<file path="src/rtl/spi_regbank_pkg.sv">
package spi_regbank_pkg;

  localparam int DATA_W      = 8;
  localparam int ADDR_W      = 5;
  localparam int FIFO_PORTS  = 5;
  localparam int LAST_REG    = 20;
  localparam int CNT_LAST    = 8;
  localparam int FLAG_A_ADDR = 11;
  localparam int FLAG_B_ADDR = 13;
  localparam int INTEN_ADDR  = 16;
  localparam int REV_ADDR    = 18;
  localparam int EXT_ADDR    = 19;
  localparam int WR_BIT      = 1;
  localparam logic [7:0] REV_VALUE = 8'h02;

  typedef enum logic [2:0] {
    ACC_NONE,   // no storage, reads zero
    ACC_RW,     // full byte storage
    ACC_CNT,    // 7-bit count storage
    ACC_RC,     // write-one-to-clear flags
    ACC_BIT0,   // single enable bit
    ACC_CONST,  // fixed value
    ACC_EXT     // value from an input
  } acc_e;

  function automatic acc_e acc_of(input int a);
    if (a < FIFO_PORTS || a > LAST_REG) return ACC_NONE;
    if (a <= CNT_LAST) return ACC_CNT;
    if (a == FLAG_A_ADDR || a == FLAG_B_ADDR) return ACC_RC;
    if (a == INTEN_ADDR) return ACC_BIT0;
    if (a == REV_ADDR) return ACC_CONST;
    if (a == EXT_ADDR) return ACC_EXT;
    return ACC_RW;
  endfunction

  function automatic logic [7:0] wmask_of(input acc_e k);
    case (k)
      ACC_RW, ACC_RC: return 8'hFF;
      ACC_CNT:        return 8'h7F;
      ACC_BIT0:       return 8'h01;
      default:        return 8'h00;
    endcase
  endfunction

endpackage

</file>
<file path="src/rtl/spi_cmd_tracker.sv">
module spi_cmd_tracker #(
  parameter int DW     = 8,
  parameter int AW     = 5,
  parameter int NFIFO  = 5,
  parameter int LAST   = 20,
  parameter int WR_POS = 1
) (
  input  logic          clk,
  input  logic          rst,
  input  logic          cs_n,
  input  logic          rx_valid,
  input  logic [DW-1:0] rx_byte,
  output logic          in_frame,
  output logic [AW-1:0] ptr,
  output logic          wr_mode,
  output logic          cmd_ev,
  output logic          data_ev
);
  localparam logic [AW-1:0] FIFO_END = AW'(NFIFO);
  localparam logic [AW-1:0] LAST_A   = AW'(LAST);

  logic [AW-1:0] ptr_nxt;
  logic          unused_cmd_bits;

  assign cmd_ev  = rx_valid && !cs_n && !in_frame;
  assign data_ev = rx_valid && !cs_n && in_frame;
  assign unused_cmd_bits = ^rx_byte;

  // region-dependent pointer step
  always_comb begin
    if (ptr < FIFO_END)     ptr_nxt = ptr;
    else if (ptr < LAST_A)  ptr_nxt = ptr + 1'b1;
    else                    ptr_nxt = ptr;
  end

  always_ff @(posedge clk) begin
    if (rst) begin
      in_frame <= 1'b0;
      ptr      <= '0;
      wr_mode  <= 1'b0;
    end else if (cs_n) begin
      in_frame <= 1'b0;
    end else if (cmd_ev) begin
      in_frame <= 1'b1;
      ptr      <= rx_byte[DW-1 -: AW];
      wr_mode  <= rx_byte[WR_POS];
    end else if (data_ev) begin
      ptr      <= ptr_nxt;
    end
  end
endmodule

</file>
<file path="src/rtl/spi_reg_file.sv">
module spi_reg_file
  import spi_regbank_pkg::*;
#(
  parameter int DW = 8,
  parameter int AW = 5
) (
  input  logic          clk,
  input  logic          rst,
  input  logic          wr_en,
  input  logic [AW-1:0] wr_addr,
  input  logic [DW-1:0] wr_data,
  input  logic [AW-1:0] rd_addr,
  input  logic [DW-1:0] evt_a,
  input  logic [DW-1:0] evt_b,
  input  logic [DW-1:0] ro_word,
  output logic [DW-1:0] rd_data,
  output logic [DW-1:0] flags_a,
  output logic [DW-1:0] flags_b,
  output logic          int_en
);
  localparam int NADDR = 1 << AW;

  logic [DW-1:0] rv [NADDR];

  for (genvar a = 0; a < NADDR; a++) begin : g_reg
    localparam acc_e          KIND = acc_of(a);
    localparam logic [DW-1:0] MASK = DW'(wmask_of(KIND));

    if (KIND == ACC_RW || KIND == ACC_CNT || KIND == ACC_BIT0) begin : g_store
      logic          hit;
      logic [DW-1:0] q;
      assign hit = wr_en && (wr_addr == AW'(a));
      always_ff @(posedge clk) begin
        if (rst)      q <= '0;
        else if (hit) q <= wr_data & MASK;
      end
      assign rv[a] = q;
    end else if (KIND == ACC_RC) begin : g_flag
      logic          hit;
      logic [DW-1:0] q;
      logic [DW-1:0] setv;
      logic [DW-1:0] clrv;
      assign hit  = wr_en && (wr_addr == AW'(a));
      assign setv = (a == FLAG_A_ADDR) ? evt_a : evt_b;
      assign clrv = hit ? wr_data : '0;
      // set term is OR-ed after the clear, so a set wins
      always_ff @(posedge clk) begin
        if (rst) q <= '0;
        else     q <= (q & ~clrv) | setv;
      end
      assign rv[a] = q;
    end else if (KIND == ACC_CONST) begin : g_const
      assign rv[a] = DW'(REV_VALUE);
    end else if (KIND == ACC_EXT) begin : g_ext
      assign rv[a] = ro_word;
    end else begin : g_none
      assign rv[a] = '0;
    end
  end

  assign rd_data = rv[rd_addr];
  assign flags_a = rv[FLAG_A_ADDR];
  assign flags_b = rv[FLAG_B_ADDR];
  assign int_en  = rv[INTEN_ADDR][0];
endmodule

</file>
<file path="src/rtl/spi_fifo_strobes.sv">
module spi_fifo_strobes #(
  parameter int DW    = 8,
  parameter int AW    = 5,
  parameter int NFIFO = 5
) (
  input  logic             clk,
  input  logic             rst,
  input  logic             data_ev,
  input  logic             wr_mode,
  input  logic [AW-1:0]    addr,
  input  logic [DW-1:0]    wdata,
  output logic [NFIFO-1:0] push,
  output logic [NFIFO-1:0] pop,
  output logic [DW-1:0]    wdata_q
);
  localparam logic [AW-1:0] FIFO_END = AW'(NFIFO);

  for (genvar p = 0; p < NFIFO; p++) begin : g_port
    logic hit;
    assign hit = data_ev && (addr == AW'(p));
    always_ff @(posedge clk) begin
      if (rst) begin
        push[p] <= 1'b0;
        pop[p]  <= 1'b0;
      end else begin
        push[p] <= hit && wr_mode;
        pop[p]  <= hit && !wr_mode;
      end
    end
  end

  always_ff @(posedge clk) begin
    if (rst)                                           wdata_q <= '0;
    else if (data_ev && wr_mode && (addr < FIFO_END))  wdata_q <= wdata;
  end
endmodule

</file>
<file path="src/rtl/spi_regbank.sv">
module spi_regbank
  import spi_regbank_pkg::*;
#(
  parameter int DW    = DATA_W,
  parameter int AW    = ADDR_W,
  parameter int NFIFO = FIFO_PORTS,
  parameter int LAST  = LAST_REG
) (
  input  logic                clk,
  input  logic                rst,
  input  logic                cs_n,
  input  logic                rx_valid,
  input  logic [DW-1:0]       rx_byte,
  output logic [DW-1:0]       tx_byte,
  input  logic [NFIFO*DW-1:0] fifo_rdata,
  output logic [NFIFO-1:0]    fifo_push,
  output logic [NFIFO-1:0]    fifo_pop,
  output logic [DW-1:0]       fifo_wdata,
  input  logic [DW-1:0]       evt_a,
  input  logic [DW-1:0]       evt_b,
  input  logic [DW-1:0]       ro_word,
  output logic [DW-1:0]       flags_a,
  output logic [DW-1:0]       flags_b,
  output logic                int_en
);
  localparam int            IDX_W    = (NFIFO > 1) ? $clog2(NFIFO) : 1;
  localparam int            NHEAD    = 1 << IDX_W;
  localparam logic [AW-1:0] FIFO_END = AW'(NFIFO);
  localparam logic [AW-1:0] LAST_A   = AW'(LAST);

  logic          in_frame;
  logic [AW-1:0] ptr;
  logic          wr_mode;
  logic          cmd_ev;
  logic          data_ev;
  logic [DW-1:0] reg_rd;
  logic [DW-1:0] rd_sel;
  logic [DW-1:0] fifo_head [NHEAD];
  logic          load1;
  logic          load2;
  logic          reg_wr;

  spi_cmd_tracker #(
    .DW(DW), .AW(AW), .NFIFO(NFIFO), .LAST(LAST), .WR_POS(WR_BIT)
  ) u_trk (
    .clk(clk), .rst(rst), .cs_n(cs_n), .rx_valid(rx_valid), .rx_byte(rx_byte),
    .in_frame(in_frame), .ptr(ptr), .wr_mode(wr_mode),
    .cmd_ev(cmd_ev), .data_ev(data_ev)
  );

  assign reg_wr = data_ev && wr_mode && (ptr >= FIFO_END) && (ptr <= LAST_A);

  spi_reg_file #(.DW(DW), .AW(AW)) u_regs (
    .clk(clk), .rst(rst),
    .wr_en(reg_wr), .wr_addr(ptr), .wr_data(rx_byte),
    .rd_addr(ptr),
    .evt_a(evt_a), .evt_b(evt_b), .ro_word(ro_word),
    .rd_data(reg_rd), .flags_a(flags_a), .flags_b(flags_b), .int_en(int_en)
  );

  spi_fifo_strobes #(.DW(DW), .AW(AW), .NFIFO(NFIFO)) u_fifo (
    .clk(clk), .rst(rst), .data_ev(data_ev), .wr_mode(wr_mode),
    .addr(ptr), .wdata(rx_byte),
    .push(fifo_push), .pop(fifo_pop), .wdata_q(fifo_wdata)
  );

  for (genvar h = 0; h < NHEAD; h++) begin : g_head
    if (h < NFIFO) begin : g_real
      assign fifo_head[h] = fifo_rdata[h*DW +: DW];
    end else begin : g_pad
      assign fifo_head[h] = '0;
    end
  end

  assign rd_sel = (ptr < FIFO_END) ? fifo_head[ptr[IDX_W-1:0]] : reg_rd;

  // two-stage delay lets a popped FIFO present its next head
  always_ff @(posedge clk) begin
    if (rst) begin
      load1   <= 1'b0;
      load2   <= 1'b0;
      tx_byte <= '0;
    end else begin
      load1 <= cmd_ev || data_ev;
      load2 <= load1;
      if (load2) tx_byte <= rd_sel;
    end
  end
endmodule

</file>
<file path="config.mk">
export PLATFORM = sky130hd
export DESIGN_NAME = spi_regbank
export DESIGN_NICKNAME = d
export VERILOG_FILES = /design/src/rtl/spi_regbank_pkg.sv /design/src/rtl/spi_cmd_tracker.sv /design/src/rtl/spi_reg_file.sv /design/src/rtl/spi_fifo_strobes.sv /design/src/rtl/spi_regbank.sv
export SDC_FILE = /design/constraint.sdc
export NUM_CORES = 1
export LEC_CHECK = 0
export BUFFER_PORTS_ARGS = -buffer_cell sky130_fd_sc_hd__buf_2
export CAP_MARGIN = 20
export CORE_ASPECT_RATIO = 1.1
export CORE_MARGIN = 1.5
export CORE_UTILIZATION = 56
export CTS_CLUSTER_DIAMETER = 200
export CTS_CLUSTER_SIZE = 24
export DETAILED_ROUTE_END_ITERATION = 8
export GPL_TIMING_DRIVEN = 0
export PLACE_DENSITY = 0.8
export SYNTH_ARGS = -nofsm -noshare
export SYNTH_HDL_FRONTEND = slang
export SYNTH_SLANG_ARGS = --single-unit
</file>
<file path="constraint.sdc">
create_clock -name clk -period 3 [get_ports clk]
set_input_delay 0.3 -clock clk [delete_from_list [all_inputs] [get_ports clk]]
set_output_delay 0.3 -clock clk [all_outputs]
set_load 0.01 [all_outputs]
</file>
### Word-level counts from Yosys, hierarchy flattened

Index checks and enable logic that the tools add are counted.

* output and inout bits: 43
* flip-flop bits (word level): 136
* logic and storage cells: 125
* bits of input ports: 76

* bitwise operators: 9
* reductions and logical operators: 46
* $add $sub $neg: 1
* mux-type cells: 13
* equal/unequal tests: 19
* order comparisons: 6

Operator list (count)
* 2-to-1 mux 8 bit: 7
* binary-select mux 8 bit (select 5 bit): 1
* equality test 5 x 4 -> 1 bit, second input constant: 8
* logical AND 1 bit: 36
* binary-select mux 8 bit (select 3 bit): 1
* equality test 5 x 3 -> 1 bit, second input constant: 4
* 2-to-1 mux 5 bit: 4
* AND 8 bit: 2
* NOT 8 bit: 2
* bitwise OR 8 bit: 2
* equality test 5 bit, second input constant: 3
* equality test 5 x 2 -> 1 bit, second input constant: 2
* greater-or-equal comparator 6 bit, second input constant: 1
* NOT 5 -> 6 bit: 1
* adder 5 x 1 -> 5 bit, second input constant: 1
* equality test 5 x 1 -> 1 bit, second input constant: 1
* greater-or-equal comparator 5 x 3 -> 1 bit, second input constant: 1
* <= comparator 5 bit, second input constant: 1
* logical NOT 5 bit: 1
* < comparator 5 x 3 -> 1 bit, second input constant: 1
* < comparator 5 bit, second input constant: 1
* greater-or-equal comparator 4 bit, second input constant: 1
* NOT 3 -> 4 bit: 1
* AND reduction 4 bit: 1
* 7 further kinds: 10

### Logic depth before layout (Yosys ltp)

* depth after elaboration: 11
* depth in mapped cells: 10
* mapped depth without buffers: 6

### Cells and area by module

A second synthesis with hierarchy kept.

* cells, all modules: 742
* area total of the unflattened synthesis: 6899.1 µm²

By module, submodules not included
* spi_reg_file: cells an instance 513, times used 1, area each 4733.3 µm²
* spi_regbank: cells an instance 107, times used 1, area each 987.2 µm²
* spi_fifo_strobes: cells an instance 68, times used 1, area each 740.7 µm²
* spi_cmd_tracker: cells an instance 54, times used 1, area each 437.9 µm²

### Least setup slack after synthesis

Ideal clock, no wire load.

* path type: register to register
* start: register u_trk.ptr[0]
* end: register u_regs.g_reg[6].g_store.q[1]
* setup slack: 0.553 ns
* arrival: 2.319 ns
* data required time: 2.872 ns
* library setup time: 0.128 ns
* stages on the path, launching flop included: 11
* period minus slack after synthesis: 2.447 ns
* cell sequence: dfxtp_1 -> buf_6 -> buf_2 -> inv_1 -> clkbuf_1 -> ha_1 -> nand2b_1 -> clkbuf_1 -> a2111oi_4 -> mux2i_1 -> nor2_1

* longest elaborated chain between the ends: 4
* elaborated cells between the ends (all ways): 6
* those cells by class: order compare: 2; eq/ne: 1; reduce/logical: 3

Ends and longest elaborated chain
* from (decl): line spi_cmd_tracker.sv:14 `output logic [AW-1:0] ptr,`
* from (signal assigned): line spi_cmd_tracker.sv:45 `ptr <= rx_byte[DW-1 -: AW];`
* from (signal assigned): line spi_cmd_tracker.sv:48 `ptr <= ptr_nxt;`
* greater-or-equal comparator 5 x 3 -> 1 bit: line spi_regbank.sv:51 `assign reg_wr = data_ev && wr_mode && (ptr >= FIFO_END) && (ptr <= LAST_A);`
* logical AND 1 bit (2 in series): line spi_regbank.sv:51
* logical AND 1 bit *: line spi_reg_file.sv:32 `assign hit = wr_en && (wr_addr == AW'(a));`
* to (signal assigned): line spi_reg_file.sv:35 `else if (hit) q <= wr_data & MASK;`
* to (decl): line spi_reg_file.sv:31 `logic [DW-1:0] q;`

Mark *: on every way between the ends. The rest lies on a longest branch, timed or not.
A chain may end at the register's enable or synchronous reset.

### Worst setup path after layout

* start: register u_trk.ptr[0]
* end: register u_regs.g_reg[8].g_store.q[3]

* longest elaborated chain between the ends: 4
* elaborated cells between the ends (all ways): 6
* those cells by class: order compare: 2; eq/ne: 1; reduce/logical: 3

Ends and longest elaborated chain (line)
* greater-or-equal comparator 5 x 3 -> 1 bit: spi_regbank.sv:51
* logical AND 1 bit (2 in series): spi_regbank.sv:51
* logical AND 1 bit *: spi_reg_file.sv:32
* to (signal assigned): spi_reg_file.sv:35
* to (decl): spi_reg_file.sv:31

Marks and branches as above.

==> results.env <==
OUTCOME='finished clean'
IO_BUFFER_COUNT=117
TRITONCTS='yes'
GRT_MAX_DEGREE=17
POST_DRT_VIA_CELL_RATIO=6.24
POST-SYNTH-TOP-AREA-CELL='sky130_fd_sc_hd__dfxtp_1'
CRITPATHREQUIREDTIME_NS=3.28
CELLS_ON_WORST_HOLD_PATH=3
TOTAL_VIAS_IN_THE_FINAL_ROUTE=6086
GRT.TOTAL_USAGE_PCT=33.5
SETUP.WORST_PATH.END_CLASS='register'
ROUTABILITY_CONGESTION=0.945
CLKLATENCYLATEPIN_NS=0.42
AREA_GROWTH_SYN_TO_LAYOUT_PCT=21.1
SYNTH-ASYNC-RESET-RATIO_PCT=0
SYNTH.FF_LATCH_COUNT=136
PLACEMENT_ROWS=41
CRITICAL_PATH_DEPTH=9
WORST-SLEW-PIN-TRANSITION_NS=0.809
PLACE_AREA_UM2=7390
NNETSFINAL=893
CRITPATHKIND='reg2reg'
SYN_NETS=755
AVGROUTEDWIREPERCELL_UM=21.0
PATH_MAX_FANOUT=11
FINALSETUPVIOLATIONS=0
CTS_ROOT_BUFFER='sky130_fd_sc_hd__clkbuf_16'
POST_CTS.RESIZED_INSTANCES=0
SYNTH_TOP_FAMILY_BY_AREA='multiplexers'
TOTAL_LEAKAGE_POWER_nW=3.18
SYNTH_SIMPLE_GATE_AREA_SHARE_PCT=15.0
SYNTHESIS.AREA_UM2=6620
DRV_CAP=0
PLACEDCELLCOUNT=941
GLOBALROUTEOVERFLOWTOTAL=0
FINALHOLDVIOLCOUNT=0
WORST_IR_DROP_VDD_mV=0.419
PORTION_OF_SYNTHESIZED_CELL_AREA_OCCUPIED_BY_THE_LEADING_CELL_TYPE_PCT=41.2
RELSLEWSLACK_PCT=46.1
SYNTH.YOSYS.SEQ_AREA_SHARE_PCT=41.2
FLOORPLAN.DIE.WIDTH_UM=107
TIMING.CRITICAL_PATH.ARRIVAL_NS=3.14
FINAL_PERIOD_MINUS_WORST_SETUP_SLACK_NS=2.87
RSZ0062_AT_GRT='false'
WORST_SETUP_SKEW_AFTER_LAYOUT_NS=0.00463
MAX_FREQ_GHz=0.349
CLOCK_TREE.BUFFER_DEPTH=2
TOTALWIRELENGTH_UM=20500
YS_TYPES=62
STDCELL_COUNT=975
FIRST_GLOBAL_VIAS=5928
LAYOUT_COMMON_CELLS='sky130_fd_sc_hd__dfxtp_1 (136), sky130_fd_sc_hd__buf_2 (129), sky130_fd_sc_hd__nor2_1 (121), sky130_fd_sc_hd__mux2i_1 (99), sky130_fd_sc_hd__a21oi_1 (39)'
TIMING.CRITICAL_PATH.SLOWEST_STAGE_CELL='sky130_fd_sc_hd__nor3_4'
MAX_STAGE_DELAY_NS=0.56
FIN_SETUP_TNS_NS=0
SYNTH_XOR_AREA_SHARE_PCT=0
TIMING.CRITICAL_PATH.CELLS='buf_6, buf_2, inv_1, clkbuf_1, ha_1, nand2b_1, nor3_4, mux2i_1, nor2_1'
NUMBER_OF_INSTANCES_IN_THE_SYNTHESIZED_NETLIST=674
START_UTIL_PCT=57.6
NETLIST_TOP_CELLS_AREA='sky130_fd_sc_hd__dfxtp_1 (41%), sky130_fd_sc_hd__mux2i_1 (15%), sky130_fd_sc_hd__mux4_2 (7.8%), sky130_fd_sc_hd__nor2_1 (6.9%), sky130_fd_sc_hd__a21oi_1 (3.0%)'
SYNTH_ENABLE_FLOP_CELLS=0
TIMING.CRITICAL_PATH.BUF_INV=4
POST_SYNTH_FA_HA_MAJ_AREA_FRACTION_PCT=0.946
CLOCK_BUFFER_COUNT_FROM_CTS=17
CTS.SINK_COUNT=136
NUM_ANTENNA_CELLS=0
PATH_CLK_SLEW_NS=0.06
SYN_AREA_PER_CELL_UM2=9.81
IO_PINS=119
POST_CTS_HOLD_BUFFER_COUNT=0
POST_DETAILED_ROUTE_COUNT_OF_ANTENNA_VIOLATING_NETS=0
MIN-DELAY-PATH-CLASS='in2reg'
DEPTH_OF_THE_WORST_REGISTER_TO_REGISTER_PATH=9
DETAILEDROUTE.FIRSTPASSITERATIONCOUNT=8
NUMBER_OF_ANTENNA_VIOLATIONS_AT_THE_FIRST_CHECK_IN_GLOBAL_ROUTING=0
HOLD-WORST-SLACK_NS=0.0856
DRC=0
STARTPOINT_TYPE='register'
GRT_FIRST_PASS_WIRELENGTH_UM=31300
SYNTHFLOPTYPE='sky130_fd_sc_hd__dfxtp_1'
POWER_PER_CELL_AREA_nW_PER_UM2=546
HTREEDEPTH=4
CORE-AREA_UM2=11500
DIE-AREA_UM2=12500
STDCELL_AREA_UM2=8010
DRT-INITIAL-DRC-COUNT=495
FINAL_COMMON_CELL='sky130_fd_sc_hd__dfxtp_1'
YS.WARNINGS.COUNT=0
SYNTH_COMPOUND_AREA_SHARE_PCT=13.4
SYNTH_MUX_AREA_SHARE_PCT=24.3
FINALMAXSLEWVIOLATIONS=0
VERTICAL_EXTENT_OF_THE_DIE_UM=117
FINAL_LAYOUT_SIZE_SUFFIX_GT1_SHARE_PCT=25.0
DP_HPWL_UM=14600
FIN_CRIT_SH_PCT=95.5
CRIT_FAMILY='buffers and inverters'
-- where the power goes --
group	switching (mW)	internal, mW
combinational	0.289	0.166
sequential	0.0243	1.83
clock	0.758	1.31
total	1.07	3.30
-- sequential cells by signal, summed over array words and instances (netlist names) --
signal / flops
load1: 1
load2: 1
tx_byte: 8
u_fifo.pop: 5
u_fifo.push: 5
u_fifo.wdata_q: 8
u_regs.flags_a: 8
u_regs.flags_b: 8
u_regs.g.g_store.q: 85
u_trk.in_frame: 1
u_trk.ptr: 5
u_trk.wr_mode: 1
-- final cells by class --
class | count | area (um^2)
multi-input combinational | 460 | 3550
fill | 904 | 3480
sequential | 136 | 2720
timing repair buffer | 119 | 626
clock buffer | 24 | 492
buffer | 56 | 264
tap | 150 | 188
clock inverter | 8 | 93.8
inverter | 22 | 82.6
-- per-stage QoR --
| stage | setup slack, ns | total power, mW | util (%) |
|---|---|---|---|
| 4_1_cts | 0.0203 | 4.37 | 69.4 |
| 3_5_place_dp | -0.0575 | 2.34 | 64.3 |
| 2_1_floorplan | 0.553 | 2.15 | - |
| 5_1_grt | 0.0411 | 4.48 | 69.7 |
| 3_3_place_gp | -0.00358 | 2.33 | 64.3 |
| 6_report | 0.135 | 4.38 | 69.7 |
-- metal layers --
metal / GRT usage [%] / wire [um]
met3: 8.75 / 2060
met1: 38.4 / 7760
met2: 56.6 / 9700
met5: 0 / 0
met4: 20.4 / 971
-- cells in the mapped netlist (3+ instances only) --
| cell type | count |
|---|---|
| sky130_fd_sc_hd__nor3_4 | 7 |
| sky130_fd_sc_hd__a2111oi_0 | 5 |
| sky130_fd_sc_hd__o21ai_1 | 18 |
| sky130_fd_sc_hd__clkbuf_1 | 33 |
| sky130_fd_sc_hd__mux4_2 | 23 |
| sky130_fd_sc_hd__o21a_1 | 3 |
| sky130_fd_sc_hd__nand2b_1 | 9 |
| sky130_fd_sc_hd__nand2_1 | 12 |
| sky130_fd_sc_hd__ha_1 | 5 |
| sky130_fd_sc_hd__dfxtp_1 | 136 |
| sky130_fd_sc_hd__o21ai_0 | 15 |
| sky130_fd_sc_hd__a2bb2oi_1 | 5 |
| sky130_fd_sc_hd__a22o_1 | 5 |
| sky130_fd_sc_hd__o31ai_1 | 8 |
| sky130_fd_sc_hd__mux2i_1 | 99 |
| sky130_fd_sc_hd__inv_1 | 21 |
| sky130_fd_sc_hd__mux2_1 | 7 |
| sky130_fd_sc_hd__buf_1 | 3 |
| sky130_fd_sc_hd__buf_4 | 5 |
| sky130_fd_sc_hd__buf_2 | 12 |
| sky130_fd_sc_hd__nor2b_1 | 6 |
| sky130_fd_sc_hd__a221oi_1 | 8 |
| sky130_fd_sc_hd__a21oi_1 | 39 |
| sky130_fd_sc_hd__nand4_1 | 18 |
| sky130_fd_sc_hd__or3_1 | 3 |
| sky130_fd_sc_hd__nor2_1 | 121 |
-- worst min-delay path: cells and delay by family --
kind | cells | cell delay [ns]
buf+inv | 1 | 0.07
simple gates | 1 | 0.07
compound gates | 1 | 0.03
-- logic make-up after synthesis --
| family | Yosys count |
|---|---|
| AO/OA/AOI/OAI | 129 |
| adder cells (fa/ha/maj) | 5 |
| buffers and inverters | 78 |
| flip-flops | 136 |
| multiplexers | 131 |
| AND/OR/NAND/NOR | 195 |
-- final timing paths --
kind,from,to,slack (ns)
worst min-delay path,evt_a[7],u_regs.flags_a[7],0.09
worst min register to register,load1,load2,0.45
worst max register to register,u_trk.ptr[0],u_regs.g_reg[8].g_store.q[3],0.13
worst max-delay path,u_trk.ptr[0],u_regs.g_reg[8].g_store.q[3],0.13
-- what timing repair did --
item / CTS / global route
setup endpoints to repair: 7 / 11
pin swaps: 1 / 2
buffers inserted: 0 / 2
(Power assumes the default switching activity.)
